### src/rtl/stl_pkg.sv
package stl_pkg;
  localparam int FIELD_W = 4;
  localparam int NCORE   = 2;

  typedef logic [FIELD_W-1:0] nib_t;
  typedef logic [NCORE-1:0]   req_t;

  localparam nib_t SEL_EMPTY = 4'h0;
  localparam nib_t KEY_RST   = 4'h5;
  localparam nib_t KEY_GO    = 4'hA;
  localparam nib_t SEL_CORE1 = 4'h5;
  localparam nib_t SEL_CORE2 = 4'hA;

  // Map a core-select code to per-core request bits.
  function automatic req_t decode_sel(nib_t s);
    req_t r;
    if (s == SEL_CORE1)      r = 2'b01;
    else if (s == SEL_CORE2) r = 2'b10;
    else                     r = 2'b11;
    return r;
  endfunction
endpackage

### src/rtl/stl_bus_port.sv
module stl_bus_port #(
  parameter int ADDR_W   = 8,
  parameter int DATA_W   = 32,
  parameter int REG_ADDR = 4,
  parameter int SEL_LSB  = 8,
  parameter int KEY_LSB  = 0
) (
  input  logic              clk,
  input  logic              rst,
  input  logic              bus_wr,
  input  logic              bus_rd,
  input  logic [ADDR_W-1:0] bus_addr,
  input  logic              bus_priv,
  input  stl_pkg::nib_t     sel_q,
  input  stl_pkg::nib_t     key_q,
  output logic              wr_ok,
  output logic [DATA_W-1:0] bus_rdata,
  output logic              bus_rvalid
);
  localparam logic [ADDR_W-1:0] HIT_ADDR = ADDR_W'(REG_ADDR);

  logic              hit;
  logic              rd_hit;
  logic [DATA_W-1:0] rword;

  assign hit    = (bus_addr == HIT_ADDR);
  assign wr_ok  = bus_wr & hit & bus_priv;
  assign rd_hit = bus_rd & hit;

  // Assemble the visible word; unused bits stay zero.
  always_comb begin
    rword = '0;
    rword[SEL_LSB +: stl_pkg::FIELD_W] = sel_q;
    rword[KEY_LSB +: stl_pkg::FIELD_W] = key_q;
  end

  always_ff @(posedge clk) begin
    if (rst) begin
      bus_rvalid <= 1'b0;
      bus_rdata  <= '0;
    end else begin
      bus_rvalid <= rd_hit;
      bus_rdata  <= rd_hit ? rword : '0;
    end
  end
endmodule

### src/rtl/stl_field_store.sv
module stl_field_store #(
  parameter int DATA_W  = 32,
  parameter int SEL_LSB = 8,
  parameter int KEY_LSB = 0
) (
  input  logic              clk,
  input  logic              rst,
  input  logic              test_done,
  input  logic              wr_ok,
  input  logic [DATA_W-1:0] wdata,
  output stl_pkg::nib_t     sel_q,
  output stl_pkg::nib_t     key_q,
  output stl_pkg::nib_t     sel_d,
  output stl_pkg::nib_t     key_d
);
  import stl_pkg::*;

  // Next-state logic: completion first, then privileged write.
  always_comb begin
    sel_d = sel_q;
    key_d = key_q;
    if (test_done) begin
      sel_d = SEL_EMPTY;
      key_d = KEY_RST;
    end else if (wr_ok) begin
      if (sel_q == SEL_EMPTY) sel_d = wdata[SEL_LSB +: FIELD_W];
      key_d = wdata[KEY_LSB +: FIELD_W];
    end
  end

  always_ff @(posedge clk) begin
    if (rst) begin
      sel_q <= SEL_EMPTY;
      key_q <= KEY_RST;
    end else begin
      sel_q <= sel_d;
      key_q <= key_d;
    end
  end
endmodule

### src/rtl/stl_launch.sv
module stl_launch (
  input  logic          clk,
  input  logic          rst,
  input  stl_pkg::nib_t key_q,
  input  stl_pkg::nib_t key_d,
  input  stl_pkg::nib_t sel_d,
  output stl_pkg::req_t core_req
);
  import stl_pkg::*;

  logic arm;
  req_t pattern;

  assign arm     = (key_d == KEY_GO) && (key_q != KEY_GO) && (sel_d != SEL_EMPTY);
  assign pattern = decode_sel(sel_d);

  generate
    for (genvar c = 0; c < NCORE; c++) begin : g_core
      always_ff @(posedge clk) begin
        if (rst) core_req[c] <= 1'b0;
        else     core_req[c] <= arm & pattern[c];
      end
    end
  endgenerate
endmodule

### src/rtl/selftest_launch_reg.sv
module selftest_launch_reg #(
  parameter int ADDR_W   = 8,
  parameter int DATA_W   = 32,
  parameter int REG_ADDR = 4,
  parameter int SEL_LSB  = 8,
  parameter int KEY_LSB  = 0
) (
  input  logic              clk,
  input  logic              rst,
  input  logic              bus_wr,
  input  logic              bus_rd,
  input  logic [ADDR_W-1:0] bus_addr,
  input  logic [DATA_W-1:0] bus_wdata,
  input  logic              bus_priv,
  input  logic              test_done,
  output logic [DATA_W-1:0] bus_rdata,
  output logic              bus_rvalid,
  output logic [1:0]        core_req
);
  stl_pkg::nib_t sel_q, key_q, sel_d, key_d;
  logic          wr_ok;

  stl_bus_port #(
    .ADDR_W(ADDR_W), .DATA_W(DATA_W), .REG_ADDR(REG_ADDR),
    .SEL_LSB(SEL_LSB), .KEY_LSB(KEY_LSB)
  ) u_bus (
    .clk(clk), .rst(rst), .bus_wr(bus_wr), .bus_rd(bus_rd),
    .bus_addr(bus_addr), .bus_priv(bus_priv),
    .sel_q(sel_q), .key_q(key_q), .wr_ok(wr_ok),
    .bus_rdata(bus_rdata), .bus_rvalid(bus_rvalid)
  );

  stl_field_store #(
    .DATA_W(DATA_W), .SEL_LSB(SEL_LSB), .KEY_LSB(KEY_LSB)
  ) u_store (
    .clk(clk), .rst(rst), .test_done(test_done), .wr_ok(wr_ok),
    .wdata(bus_wdata), .sel_q(sel_q), .key_q(key_q),
    .sel_d(sel_d), .key_d(key_d)
  );

  stl_launch u_launch (
    .clk(clk), .rst(rst), .key_q(key_q), .key_d(key_d),
    .sel_d(sel_d), .core_req(core_req)
  );
endmodule

### config.mk
export PLATFORM = sky130hd
export DESIGN_NAME = selftest_launch_reg
export DESIGN_NICKNAME = d
export VERILOG_FILES = /design/src/rtl/stl_pkg.sv /design/src/rtl/stl_bus_port.sv /design/src/rtl/stl_field_store.sv /design/src/rtl/stl_launch.sv /design/src/rtl/selftest_launch_reg.sv
export SDC_FILE = /design/constraint.sdc
export NUM_CORES = 1
export LEC_CHECK = 0
export ABC_AREA = 1
export BUFFER_PORTS_ARGS = -buffer_cell sky130_fd_sc_hd__buf_2
export CAP_MARGIN = 20
export CORE_MARGIN = 2
export CORE_UTILIZATION = 39
export DETAILED_ROUTE_END_ITERATION = 16
export PLACE_DENSITY = 0.87
export SETUP_SLACK_MARGIN = 0.3
export SLEW_MARGIN = 25
export SYNTH_ARGS = -nofsm -noshare
export SYNTH_HDL_FRONTEND = slang
export SYNTH_HIERARCHICAL = 1
export SYNTH_SLANG_ARGS = --single-unit
export TNS_END_PERCENT = 20
### constraint.sdc
create_clock -name clk -period 1.8 [get_ports clk]
set_input_delay 0.36 -clock clk [delete_from_list [all_inputs] [get_ports clk]]
set_output_delay 0.36 -clock clk [all_outputs]
set_load 0.01 [all_outputs]
==> results of run 1 <==
-- metal layers --
metal  vias up  GRT usage, %
met5         -             0
met4         0          7.32
met3         4          2.56
met2        36          22.1
met1       383          13.4
li1        469             -
-- stage by stage --
step                      utilization [%]  cell area, sq um  hold WS, ps
after floorplan                         -              1180          421
after global placement               48.4              1210          428
after detailed placement             48.4              1210          439
after CTS                            49.4              1240          286
after global routing                 52.7              1320          301
final                                52.7              1320          313
-- cells by family after synthesis --
| kind of cell | share of synthesized area [%] |
|---|---|
| flip-flops | 36.7 |
| AND/OR/NAND/NOR | 29.6 |
| buffers and inverters | 31.5 |
| other | 0.362 |
| multiplexers | 1.93 |
-- layout make-up --
| class | instances | share of cell area (%) |
|---|---|---|
| clock buffers | 4 | 2.00 |
| inverters | 36 | 12.4 |
| multi-input cells | 95 | 35.9 |
| flip-flops and latches | 19 | 28.9 |
| well taps | 30 | 2.85 |
| repair buffers | 37 | 18.0 |
-- repair_timing --
action                                  in CTS  in global routing
endpoints found under the hold margin        0                  0
setup buffers                                0                  1
resized for setup                            0                 20
endpoints found under the setup margin       0                  2
-- cell usage in the layout, fill, tap and decap left out, drive strengths merged, types with 4 or more instances in the layout --
cell type	synthesis	layout
nand2	27	27
clkbuf	0	4
dfxtp	19	19
nor2	28	28
nand3	10	10
conb	1	24
buf	25	37
inv	36	36
-- worst paths after layout --
kind                                  startpoint  slack (ps)  cells after the start                    to
worst max-delay path                 bus_addr[6]         350                     14  u_launch/core_req[1]
worst min-delay path                bus_wdata[0]         310                      3      u_store/key_q[0]
worst max register to register  u_store/sel_q[0]         550                      9  u_launch/core_req[1]
worst min register to register  u_store/key_q[3]         460                      2    u_bus/bus_rdata[3]
-- worst max-delay path: stages --
cell and delay (ps):
buf_2 110, inv_4 50, nand2_4 50, nor2_4 90
nand2_2 80, nor2_4 130, buf_6 130, mux2i_1 220
nand2_1 70, inv_1 60, nand2_1 60, nor2_2 90
nand3_2 80, nor2_1 90
-- report_power, final --
part / switching, W / leakage [nW] / internal, W / total (W)
clock: 0.000118 / 0.0150 / 0.0000861 / 0.000204
combinational: 0.0000575 / 0.584 / 0.0000347 / 0.0000922
sequential: 0.0000000543 / 0.153 / 0.000420 / 0.000420
-- state kept, by name (all words and copies together), names as in the netlist --
register / count
u_launch/core_req: 2
u_store/sel_q: 4
u_bus/bus_rdata: 8
u_store/key_q: 4
u_bus/bus_rvalid: 1
==> flow_summary.json, run 1 <==
{
  "grt_pass1_wl_um": 3020,
  "drt-initial-drc-count": 19,
  "status": "completed",
  "clock-root-buffer": "clkbuf_4",
  "synth.area.top_cells": "dfxtp_1 (37%), buf_4 (17%), inv_1 (13%)",
  "yosysUniqueCellTypes": 14,
  "start_kind": "input port",
  "clock_path_buffers": 2,
  "wire_per_inst_um": 9.31,
  "drtPass1Iterations": 4,
  "syn-cell-area_sq_um": 1040,
  "drv_slew": 0,
  "synth-edff-count": 0,
  "avgSynthCellArea_sq_um": 6.82,
  "cp.arrival_ps": 1680,
  "setup_slack_ps": 350,
  "rsz0062_at_grt": "yes",
  "die_area_sq_um": 3090,
  "row_count": 18,
  "seq_area_frac_synth_pct": 36.7,
  "htreeDepth": 1,
  "top_layer": "met4",
  "finalSetupViolations": 0,
  "ir_drop_mv": 0.470,
  "synth_cells": 152,
  "met1Wirelength_um": 802,
  "yosysTopAreaCellShare_pct": 36.7,
  "seqCellArea_sq_um": 380,
  "initial_core_util_pct": 41.5,
  "core_sq_um": 2500,
  "place.gp.congestion": 0.758,
  "ys.flop_type": "dfxtp_1",
  "num_antenna_cells": 0,
  "synthArstFlopShare_pct": 0,
  "fin_crit_sh_pct": 80.5,
  "multiInputGateArea_sq_um": 473,
  "place_ws_ps": 13.5,
  "synth_common_cells": "inv_1 (36), nand2_1 (27), buf_4 (24), nor2_1 (24), dfxtp_1 (19)",
  "worstSetupPathType": "input port to flop",
  "stdcell_count": 221,
  "grt_usage_pct": 12.4,
  "layout-drive-gt1-share_pct": 34.6,
  "pin_count": 81,
  "wl_met2_um": 1090,
  "vias": 892,
  "grt_antenna_before_repair": 0,
  "fin_crit_ps": 1450,
  "fin_nets": 238,
  "ant_nets": 0,
  "power.static_leakage_nw": 0.752,
  "holdBufCountCts": 0,
  "end_kind": "flop",
  "cp_max_fo": 4,
  "hold_viol": 0,
  "placed_cells": 215,
  "grt_max_degree": 11,
  "total_power_w": 0.000716,
  "cts_tree": "built",
  "clock_insertion_delay_worst_skew_ps": 290,
  "timing.fmax_mhz": 690,
  "finalWirelength_um": 2060,
  "cts_buffers": 3,
  "die-width_um": 55.6,
  "dp_hpwl_um": 1440,
  "wl_met3_um": 121,
  "port_buffers": 32,
  "cts.sinks": 19,
  "ys_ff_latch": 19,
  "worst_ep_required_time_ps": 2030,
  "maxCapViolations": 0,
  "p_per_area_nw_per_um2": 544,
  "grt_pass1_vias": 763,
  "globalRoute.totalOverflow": 0,
  "skew_ps": 2.51,
  "drc": 0,
  "die_y_um": 55.6,
  "vias_per_cell": 4.04,
  "synth_area_leader_cell": "dfxtp_1",
  "hold_path_class": "input port to flop",
  "syn_to_final_growth_pct": 26.9,
  "yosys_warnings": 6,
  "yosysMostFrequentCell": "inv_1",
  "clkTransAtPathRegs_ps": 100,
  "fillers": 229,
  "fin_tns_setup_ps": 0
}
(Power assumes the default switching activity.)
==> inputs of run 2 (changes only) <==
ABC_AREA = 0   (was 1)
CORE_UTILIZATION = 40   (was 39)
clock period = 1.4 ns   (was 1.8 ns; I/O delays follow)
==> flow_summary.json, run 2 <==
{
  "yosysMostFrequentCell": "buf_4",
  "placed_cells": 193,
  "cts_tree": "built",
  "core_sq_um": 2710,
  "fin_crit_sh_pct": 129,
  "top_register": "u_bus/bus_rdata",
  "grt_usage_pct": 13.6,
  "setup_slack_ps": -403,
  "wl_met3_um": 183,
  "grt_max_degree": 12,
  "stdcell_count": 199,
  "cts_buffers": 3,
  "die_y_um": 57.1,
  "ys.flop_type": "dfxtp_1",
  "vias": 939,
  "grt_pass1_vias": 817,
  "met1Wirelength_um": 833,
  "crit_cells": 8,
  "final_cell_mix": "buf_2 (30), conb_1 (24), dfxtp_1 (19), buf_4 (16), inv_1 (12)",
  "maxCapViolations": 0,
  "largest_reg_flops": 8,
  "clock_insertion_delay_worst_skew_ps": 300,
  "slowest_delay_ps": 550,
  "fin_crit_ps": 1800,
  "synthArstFlopShare_pct": 0,
  "end_kind": "flop",
  "drv_slew": 0,
  "seq_area_frac_synth_pct": 33.7,
  "initial_core_util_pct": 41.6,
  "synth_area_leader_cell": "dfxtp_1",
  "power.static_leakage_nw": 0.713,
  "grt_pass1_wl_um": 3480,
  "clkTransAtPathRegs_ps": 100,
  "ys_ff_latch": 19,
  "fin_nets": 215,
  "place.gp.congestion": 0.844,
  "p_per_area_nw_per_um2": 621,
  "drtPass1Iterations": 4,
  "cp_max_fo": 3,
  "timing.fmax_mhz": 555,
  "dp_hpwl_um": 1700,
  "clock_path_buffers": 2,
  "globalRoute.totalOverflow": 0,
  "violations": "negative setup slack",
  "pin_count": 81,
  "htreeDepth": 1,
  "row_count": 19,
  "hold_viol": 0,
  "avgSynthCellArea_sq_um": 9.48,
  "synth.area.top_cells": "dfxtp_1 (34%), buf_4 (16%), nor4_2 (7.8%)",
  "min-delay-start": "bus_wdata[0]",
  "start_kind": "input port",
  "crit_buf_inv": 1,
  "wire_per_inst_um": 11.5,
  "yosysUniqueCellTypes": 31,
  "critical-path-top-delay-family": "simple AND/OR/NAND/NOR gates",
  "num_antenna_cells": 0,
  "layout-drive-gt1-share_pct": 47.0,
  "r2r_end": "u_launch/core_req[1]",
  "ir_drop_mv": 0.481,
  "wl_met2_um": 1240,
  "synth_common_cells": "buf_4 (24), dfxtp_1 (19), inv_1 (12), nor3_1 (7), nor4_2 (7)",
  "rrSetupSlack_ps": 50,
  "yosys_warnings": 6,
  "status": "finished, violations left",
  "reg.largest.list": "u_bus/bus_rdata: 8 flops, u_store/key_q: 4 flops, u_store/sel_q: 4 flops",
  "grt_antenna_before_repair": 0,
  "syn_to_final_growth_pct": 35.9,
  "ant_nets": 0,
  "r2r_cells": 5,
  "holdBufCountCts": 0,
  "hold_path_class": "input port to flop",
  "port_buffers": 32,
  "yosysTopAreaCellShare_pct": 33.7,
  "whs_endpoint": "u_store/key_q[0]",
  "fin_tns_setup_ps": -1700,
  "die_area_sq_um": 3260,
  "cts.sinks": 19,
  "finalSetupViolations": 9,
  "min_path_cells": 2,
  "drt-initial-drc-count": 14,
  "syn-cell-area_sq_um": 1130,
  "die-width_um": 57.1,
  "vias_per_cell": 4.72,
  "synth-edff-count": 0,
  "rsz0062_at_grt": "yes",
  "total_power_w": 0.000953,
  "mostFrequentLayoutCell": "buf_2",
  "synth_cells": 119,
  "worstSetupPathType": "input port to flop",
  "path_cells": "buf_6 -> or4_4 -> nor3_4 -> or3b_4 -> o22ai_2 -> xor2_1 -> nor3_2 -> nor2_1",
  "top_layer": "met4",
  "skew_ps": 1.77,
  "cpMaxStageDelayCell": "or4_4",
  "cp.arrival_ps": 2050,
  "drc": 0,
  "worst_ep_required_time_ps": 1650,
  "fillers": 231,
  "clock-root-buffer": "clkbuf_4",
  "finalWirelength_um": 2300,
  "worst_r2r_startpoint": "u_store/sel_q[1]"
}
-- run 2: area by class of cell --
cell class	instances	area (sq um)	share of cell area, %
sequential	19	380	24.8
multi-input combinational	80	686	44.7
clock buffer	4	26.3	1.71
tap	31	38.8	2.53
timing repair buffer	53	358	23.3
inverter	12	45.0	2.94
-- run 2: cells by family after synthesis --
family	share of synthesized area, %
buffers and inverters	24.1
xor gates and xnor gates	1.55
muxes	1.77
other	0.332
DFF	33.7
and+or+nand+nor	29.7
AOI/OAI and AO/OA	8.87
-- run 2: per-layer routing --
| layer | vias to the layer above | GRT usage (%) |
|---|---|---|
| met4 | 0 | 4.98 |
| li1 | 465 | - |
| met5 | - | 0 |
| met3 | 5 | 2.72 |
| met1 | 424 | 14.3 |
| met2 | 45 | 26.3 |
-- run 2: how the worst max path moves through the flow --
| stage | startpoint | to | slack [ps] |
|---|---|---|---|
| final | bus_addr[1] | u_launch/core_req[0] | -400 |
| after global routing | bus_addr[1] | u_launch/core_req[0] | -460 |
| after CTS | bus_addr[1] | u_launch/core_req[0] | -410 |
| after detailed placement | bus_addr[1] | u_launch/core_req[0] | -730 |
| after global placement | bus_addr[1] | u_launch/core_req[0] | -690 |
| after floorplan | bus_addr[1] | u_launch/core_req[1] | -690 |
-- run 2: report_power, final --
part | total, W | leakage, nW | switching (W) | internal (W)
registers | 0.000540 | 0.153 | 0.0000000803 | 0.000540
logic | 0.000131 | 0.545 | 0.0000828 | 0.0000480
clock network | 0.000281 | 0.0150 | 0.000170 | 0.000111
total | 0.000953 | 0.713 | 0.000253 | 0.000700
-- run 2: worst reg2reg max path, stage by stage, from the launching register on --
cell	delay, ps
dfxtp_1	360
or3b_1	440
o22ai_4	170
xor2_1	90
nor3_1	130
nor2_1	60
-- run 2: what timing repair did --
action | CTS | global route
setup buffers | 1 | 1
gates cloned | 0 | 0
resized for setup | 13 | 10
pin swaps | 9 | 8
setup endpoints to repair | 19 | 17
-- run 2: stage by stage --
step                      instance area, sq um  hold WS (ps)  util, %  worst slack (ps)
final                                     1530           207     56.6              -403
after global routing                      1530           205     56.6              -456
after CTS                                 1460           205     53.8              -407
after detailed placement                  1360           453     50.3              -734
after global placement                    1360           453     50.3              -690
after floorplan                           1260           409        -              -689
